===== config.mk =====
export PLATFORM = sky130hd
export DESIGN_NAME = irq_aggregator
export DESIGN_NICKNAME = d
export VERILOG_FILES = /design/src/rtl/irq_agg_pkg.sv /design/src/rtl/irq_rst_sync.sv /design/src/rtl/irq_src_status.sv /design/src/rtl/irq_req_ctrl.sv /design/src/rtl/irq_prio_gate.sv /design/src/rtl/irq_aggregator.sv
export SDC_FILE = /design/constraint.sdc
export NUM_CORES = 1
export LEC_CHECK = 0
export BUFFER_PORTS_ARGS = -buffer_cell sky130_fd_sc_hd__buf_4
export CAP_MARGIN = 40
export CORE_MARGIN = 5
export CORE_UTILIZATION = 51
export DETAILED_ROUTE_END_ITERATION = 16
export PLACE_DENSITY = 0.78
export SETUP_SLACK_MARGIN = 0.2
export SLEW_MARGIN = 20
export SYNTH_ARGS = -nofsm -noshare
export SYNTH_HDL_FRONTEND = slang
export SYNTH_HIERARCHICAL = 1
export SYNTH_SLANG_ARGS = --single-unit

===== constraint.sdc =====
create_clock -name clk_i -period 1.5 [get_ports clk_i]
set_clock_uncertainty 0.2 [all_clocks]
set_input_delay 0.075 -clock clk_i [delete_from_list [all_inputs] [get_ports clk_i]]
set_output_delay 0.075 -clock clk_i [all_outputs]
set_load 0.05 [all_outputs]

===== src/rtl/irq_agg_pkg.sv =====
package irq_agg_pkg;
  typedef enum logic [1:0] {
    SEL_STATUS  = 2'd0,
    SEL_ENABLE  = 2'd1,
    SEL_CONTROL = 2'd2,
    SEL_NONE    = 2'd3
  } reg_sel_e;
endpackage


===== src/rtl/irq_rst_sync.sv =====
module irq_rst_sync #(
  parameter int STAGES = 2
) (
  input  logic clk_i,
  input  logic rst_ni,
  output logic rst_no
);
  logic [STAGES-1:0] sync_q;
  logic [STAGES-1:0] sync_d;

  always_comb begin
    sync_d = {sync_q[STAGES-2:0], 1'b1};
  end

  always_ff @(posedge clk_i or negedge rst_ni) begin
    if (!rst_ni) sync_q <= '0;
    else         sync_q <= sync_d;
  end

  assign rst_no = sync_q[STAGES-1];
endmodule


===== src/rtl/irq_src_status.sv =====
module irq_src_status #(
  parameter int NUM_SRC = 8
) (
  input  logic               clk_i,
  input  logic               rst_ni,
  input  logic [NUM_SRC-1:0] set_i,
  input  logic [NUM_SRC-1:0] clr_i,
  output logic [NUM_SRC-1:0] stat_o
);
  logic [NUM_SRC-1:0] stat_q;
  logic [NUM_SRC-1:0] stat_d;

  for (genvar i = 0; i < NUM_SRC; i++) begin : g_bit
    // set dominates a same-cycle clear
    always_comb begin
      stat_d[i] = stat_q[i];
      if (clr_i[i]) stat_d[i] = 1'b0;
      if (set_i[i]) stat_d[i] = 1'b1;
    end

    always_ff @(posedge clk_i or negedge rst_ni) begin
      if (!rst_ni) stat_q[i] <= 1'b0;
      else         stat_q[i] <= stat_d[i];
    end

    a_r7_event_sets: assert property (@(posedge clk_i) disable iff (!rst_ni)
      set_i[i] |=> stat_o[i]);
    a_r7_clear_only: assert property (@(posedge clk_i) disable iff (!rst_ni)
      (clr_i[i] && !set_i[i]) |=> !stat_o[i]);
  end

  assign stat_o = stat_q;
endmodule


===== src/rtl/irq_req_ctrl.sv =====
module irq_req_ctrl #(
  parameter int PRIO_W = 3,
  parameter int HOLD   = 5
) (
  input  logic              clk_i,
  input  logic              rst_ni,
  input  logic              pend_i,
  input  logic              lvl_we_i,
  input  logic [PRIO_W-1:0] lvl_wdata_i,
  input  logic              flag_clr_i,
  output logic [PRIO_W-1:0] lvl_o,
  output logic              flag_o
);
  localparam int CW = $clog2(HOLD + 1);
  localparam logic [CW-1:0] HOLD_V = CW'(HOLD);

  logic [PRIO_W-1:0] lvl_q, lvl_d;
  logic [CW-1:0]     cnt_q, cnt_d;
  logic              masked;

  always_comb begin
    lvl_d = lvl_q;
    if (lvl_we_i) lvl_d = lvl_wdata_i;
  end

  always_comb begin
    cnt_d = cnt_q;
    if (flag_clr_i)        cnt_d = HOLD_V;
    else if (cnt_q != '0)  cnt_d = cnt_q - 1'b1;
  end

  always_ff @(posedge clk_i or negedge rst_ni) begin
    if (!rst_ni) begin
      lvl_q <= '0;
      cnt_q <= '0;
    end else begin
      lvl_q <= lvl_d;
      cnt_q <= cnt_d;
    end
  end

  assign masked = (cnt_q != '0);
  assign flag_o = pend_i && !masked;
  assign lvl_o  = lvl_q;

  a_r3_low_in_window: assert property (@(posedge clk_i) disable iff (!rst_ni)
    flag_clr_i |=> !flag_o);
  a_r3_window_ends: assert property (@(posedge clk_i) disable iff (!rst_ni)
    (cnt_q == CW'(1) && !flag_clr_i) |=> (flag_o == pend_i));
endmodule


===== src/rtl/irq_prio_gate.sv =====
module irq_prio_gate #(
  parameter int PRIO_W = 3
) (
  input  logic              flag_i,
  input  logic [PRIO_W-1:0] lvl_i,
  input  logic [PRIO_W-1:0] cpu_lvl_i,
  output logic              take_o
);
  always_comb begin
    take_o = flag_i && (lvl_i > cpu_lvl_i);
  end

  always_comb begin
    if (lvl_i == '0) a_r9_level_zero_off: assert (!take_o);
  end
endmodule


===== src/rtl/irq_aggregator.sv =====
module irq_aggregator #(
  parameter int NUM_SRC = 8,
  parameter int PRIO_W  = 3,
  parameter int HOLD    = 5
) (
  input  logic               clk_i,
  input  logic               rst_ni,
  input  logic [NUM_SRC-1:0] src_evt_i,
  input  logic               bus_we_i,
  input  logic [1:0]         bus_addr_i,
  input  logic [NUM_SRC-1:0] bus_wdata_i,
  output logic [NUM_SRC-1:0] bus_rdata_o,
  input  logic               cpu_ack_i,
  input  logic [PRIO_W-1:0]  cpu_level_i,
  output logic               irq_take_o
);
  import irq_agg_pkg::*;

  localparam int DATA_W   = NUM_SRC;
  localparam int FLAG_BIT = PRIO_W;
  localparam int PAD_W    = DATA_W - PRIO_W - 1;

  logic               rst_n;
  reg_sel_e           sel;
  logic               wr_stat, wr_en, wr_ctrl;
  logic [DATA_W-1:0]  stat, en_q, en_d, clr_mask;
  logic               pend, flag, flag_clr;
  logic [PRIO_W-1:0]  lvl;

  irq_rst_sync #(.STAGES(2)) u_rst (
    .clk_i  (clk_i),
    .rst_ni (rst_ni),
    .rst_no (rst_n)
  );

  // register decode
  always_comb begin
    sel      = reg_sel_e'(bus_addr_i);
    wr_stat  = bus_we_i && (sel == SEL_STATUS);
    wr_en    = bus_we_i && (sel == SEL_ENABLE);
    wr_ctrl  = bus_we_i && (sel == SEL_CONTROL);
    clr_mask = wr_stat ? ~bus_wdata_i : '0;
    flag_clr = wr_ctrl && !bus_wdata_i[FLAG_BIT];
  end

  irq_src_status #(.NUM_SRC(NUM_SRC)) u_stat (
    .clk_i  (clk_i),
    .rst_ni (rst_n),
    .set_i  (src_evt_i),
    .clr_i  (clr_mask),
    .stat_o (stat)
  );

  // enable register
  always_comb begin
    en_d = en_q;
    if (wr_en) en_d = bus_wdata_i;
  end

  always_ff @(posedge clk_i or negedge rst_n) begin
    if (!rst_n) en_q <= '0;
    else        en_q <= en_d;
  end

  assign pend = |(stat & en_q);

  irq_req_ctrl #(.PRIO_W(PRIO_W), .HOLD(HOLD)) u_ctrl (
    .clk_i       (clk_i),
    .rst_ni      (rst_n),
    .pend_i      (pend),
    .lvl_we_i    (wr_ctrl),
    .lvl_wdata_i (bus_wdata_i[PRIO_W-1:0]),
    .flag_clr_i  (flag_clr),
    .lvl_o       (lvl),
    .flag_o      (flag)
  );

  irq_prio_gate #(.PRIO_W(PRIO_W)) u_gate (
    .flag_i    (flag),
    .lvl_i     (lvl),
    .cpu_lvl_i (cpu_level_i),
    .take_o    (irq_take_o)
  );

  // read mux
  always_comb begin
    unique case (sel)
      SEL_STATUS:  bus_rdata_o = stat;
      SEL_ENABLE:  bus_rdata_o = en_q;
      SEL_CONTROL: bus_rdata_o = {{PAD_W{1'b0}}, flag, lvl};
      default:     bus_rdata_o = '0;
    endcase
  end

  a_r2_idle_low: assert property (@(posedge clk_i) disable iff (!rst_n)
    !(|(stat & en_q)) |-> !flag);
  a_r6_ack_keeps_status: assert property (@(posedge clk_i) disable iff (!rst_n)
    (cpu_ack_i && !wr_stat) |=> ((stat & $past(stat)) == $past(stat)));
  a_r8_enable_write: assert property (@(posedge clk_i) disable iff (!rst_n)
    wr_en |=> (en_q == $past(bus_wdata_i)));
  a_r5_one_keeps_low: assert property (@(posedge clk_i) disable iff (!rst_n)
    (!flag && !pend && !flag_clr) |=> (!flag || pend));
endmodule


==> flow_summary_export.csv <==
group,metric,value,unit
run_status,outcome,"finished, violations left",
run_status,violations,"setup timing",
routing,finalWirelength,4.22,mm
clocking,clockBufferDepth,2,
placement,gp_congestion,0.765,
grt,first_global_vias,1402,
cells_and_area,final_common_cell,"buf_4",
floorplan,fp.dieArea,3590,sq um
critical_path,crit_path_start_kind,"register",
critical_path,required,1.22,ns
yosys,seq_area_frac_synth,47.2,%
grt,grt_pass1_wl,6.39,mm
cells_and_area,num-nets-final,231,
clocking,cts_tree,"yes",
grt,grt_overflow,0,
yosys,yosys-top-cells-area,"dfrtp_1 47%, mux2i_1 7.1%, mux2_2 7.1%, ha_1 4.9%, a21o_1 4.7%",
cells_and_area,final_cell_mix,"46 x buf_4, 23 x dfrtp_1, 20 x buf_6",
critical_path,worstSetupEndpointType,"output port",
pwr,p_clk_share,13.8,%
cells_and_area,antenna_cells,0,
yosys,avgSynthCellArea,11.1,sq um
routing,drtAntennaViolNets,0,
yosys,synth_cells,115,
pwr,cellPowerDensity,1130,nW/um^2
yosys,yosys.area.top_type,"dfrtp_1",
critical_path,worst-path-buf-inv,3,
placement,port_buffers,32,
routing,drc_errors,0,
yosys,synth_top_area_share,47.2,%
grt,antenna_found_initial,0,
placement,hpwl,2.49,mm
cells_and_area,final_core_util,91.4,%
pwr,seq_power_share,34.2,%
pwr,p_int,1.64,mW
timing,setup_viol,9,
yosys,netlist_area,1270,sq um
pwr,switching_share,35.1,%
critical_path,critPathSlowestCell,"dfrtp_1",
clocking,clock-sinks,24,
cells_and_area,area_delta_synth_final,74.8,%
routing,drtIter0Drc,40,
clocking,htree_num_levels,1,
critical_path,critPathTopFamily,"flip-flops",
timing,timing.final.ws_setup,-0.414,ns
grt,grt_max_degree,23,
pwr,leakagePower,1.03,nW
floorplan,die_w,59.9,microns
clocking,clk_latency,0.31,ns
cells_and_area,drive_gt1_share,53.5,%
pwr,pwr-share-comb,51.9,%
floorplan,coreArea,2430,sq um
critical_path,slowest_delay,0.42,ns
floorplan,pin_count,34,
timing,period_minus_slack,1.91,ns
routing,drt_first_pass_iters,4,
yosys,yosysWarnings,6,
yosys,ys_types,26,
placement,place_ws,-0.178,ns
pwr,power.switching,0.884,mW
worst_hold_path,hold_path.class,"register to async pin",
clocking,clock-root-buffer,"clkbuf_4",
floorplan,initial_core_util,52.3,%
routing,drt-vias-per-instance,5.24,
routing,num_vias,1206,
critical_path,critPathKind,"register to output port",
timing,period_share,128,%
yosys,synth_seq_cells,24,
routing,drt-wirelength-per-cell,18.4,microns
clocking,cts_buffers,3,
flow_run,max_cap_violations,0,
critical_path,path_cells,"inv_2 -> ha_4 -> nand2b_4 -> nor2_2 -> inv_2 -> a211oi_4 -> buf_6",
grt,grt.total_usage,24.2,%
critical_path,critPathMaxFanout,2,
floorplan,rows,18,
clocking,clkTransAtPathRegs,0.14,ns
yosys,syn-num-nets,145,
pwr,ir_drop,1170,uV
timing,drv_slew,0,
cells_and_area,fillerInstances,86,
timing,rsz0062_at_grt,"yes",
timing,hold_viol,0,
floorplan,fp.dieH,59.9,microns
critical_path,crit_top_cell,"inv_2",
timing,fmax,0.522,GHz
critical_path,critical_path_arrival,1.64,ns
-- cells by family (layout without fill, tap and decap cells) --
family	after synthesis	after routing	synth area share, %
flip-flops	24	24	47.2
multiplexers	20	20	16.8
buffers and inverters	18	103	5.81
AND/OR/NAND/NOR	27	27	12.0
other	1	1	0.295
AO/OA/AOI/OAI	20	20	12.9
adder cells (fa/ha/maj)	5	5	4.92
-- final timing paths --
check | cells past startpoint | startpoint | slack (ns) | end
max | 7 | u_ctrl/cnt_q[0] | -0.41 | irq_take_o
min | 1 | u_rst/sync_q[1] | 0.02 | u_ctrl/lvl_o[0]
max reg2reg | 6 | u_ctrl/cnt_q[1] | 0.09 | u_ctrl/cnt_q[2]
min reg2reg | 1 | u_rst/sync_q[1] | 0.02 | u_ctrl/lvl_o[0]
max in group asynchronous | 3 | rst_ni | 0.56 | u_rst/sync_q[0]
min in group clk_i | 3 | bus_we_i | 0.05 | u_ctrl/lvl_o[2]
-- area by class of cell --
type / count / area (sq um) / area share (%)
Tap cell: 30 / 37.5 / 1.69
Multi-Input combinational cell: 73 / 739 / 33.3
Clock buffer: 4 / 36.3 / 1.63
Inverter: 15 / 56.3 / 2.53
Sequential cell: 24 / 602 / 27.1
Timing Repair Buffer: 84 / 751 / 33.8
-- cell usage after synthesis --
| cell type | n |
|---|---|
| dfrtp_1 | 24 |
| inv_1 | 15 |
| nor2_1 | 15 |
| mux2i_1 | 9 |
| a21o_1 | 8 |
| mux2_2 | 8 |
| ha_1 | 5 |
| a22oi_1 | 4 |
| o2bb2ai_1 | 4 |
| mux2_1 | 3 |
| nor2b_1 | 3 |
| a211oi_2 | 2 |
| buf_2 | 2 |
| a211o_1 | 1 |
| a21oi_1 | 1 |
| and2b_1 | 1 |
| and3_1 | 1 |
| and3b_1 | 1 |
| buf_4 | 1 |
| conb_1 | 1 |
| nand2b_4 | 1 |
| nand3b_1 | 1 |
| nand3b_2 | 1 |
| nand4_1 | 1 |
| nor3b_1 | 1 |
| or3b_1 | 1 |
-- registers in the layout, indices dropped and copies added, names as in the netlist --
signal         flops
u_rst/sync_q       2
u_stat/stat_o      8
u_ctrl/cnt_q       3
u_ctrl/lvl_o       3
en_q               8
-- per-layer routing --
metal	wire [microns]	global-route usage (%)
met5	0	0
met4	88	10.8
met3	162	3.67
met2	2400	45.7
met1	1580	25.9
-- power groups by stage --
stage	logic (mW)	clock network, mW	registers [mW]
floorplan	0.596	0	0.849
global placement	0.926	0	0.839
detailed placement	0.967	0	0.848
CTS	1.16	0.352	0.846
global route	1.38	0.388	0.874
finish	1.31	0.349	0.863
-- stage by stage --
step                area, sq um  setup TNS (ns)  hold WS (ns)  instances  power [mW]
global placement           1810          -0.125        -0.342        200        1.76
detailed placement         1810          -0.236        -0.341        200        1.82
finish                     2220           -1.30        0.0197        230        2.52
global route               2220           -1.89        0.0576        230        2.65
floorplan                  1360         -0.0942        -0.421        115        1.44
CTS                        2160           -1.03        0.0281        226        2.36
-- repair_timing --
action	4_1_cts	5_1_grt
endpoints found under the setup margin	11	12
pin swaps	10	3
resized for setup	23	9
hold endpoints to repair	23	0
gates cloned	0	0
hold buffers	18	0
buffers inserted	4	4
No activity file was read; power rests on OpenSTA's default activity.
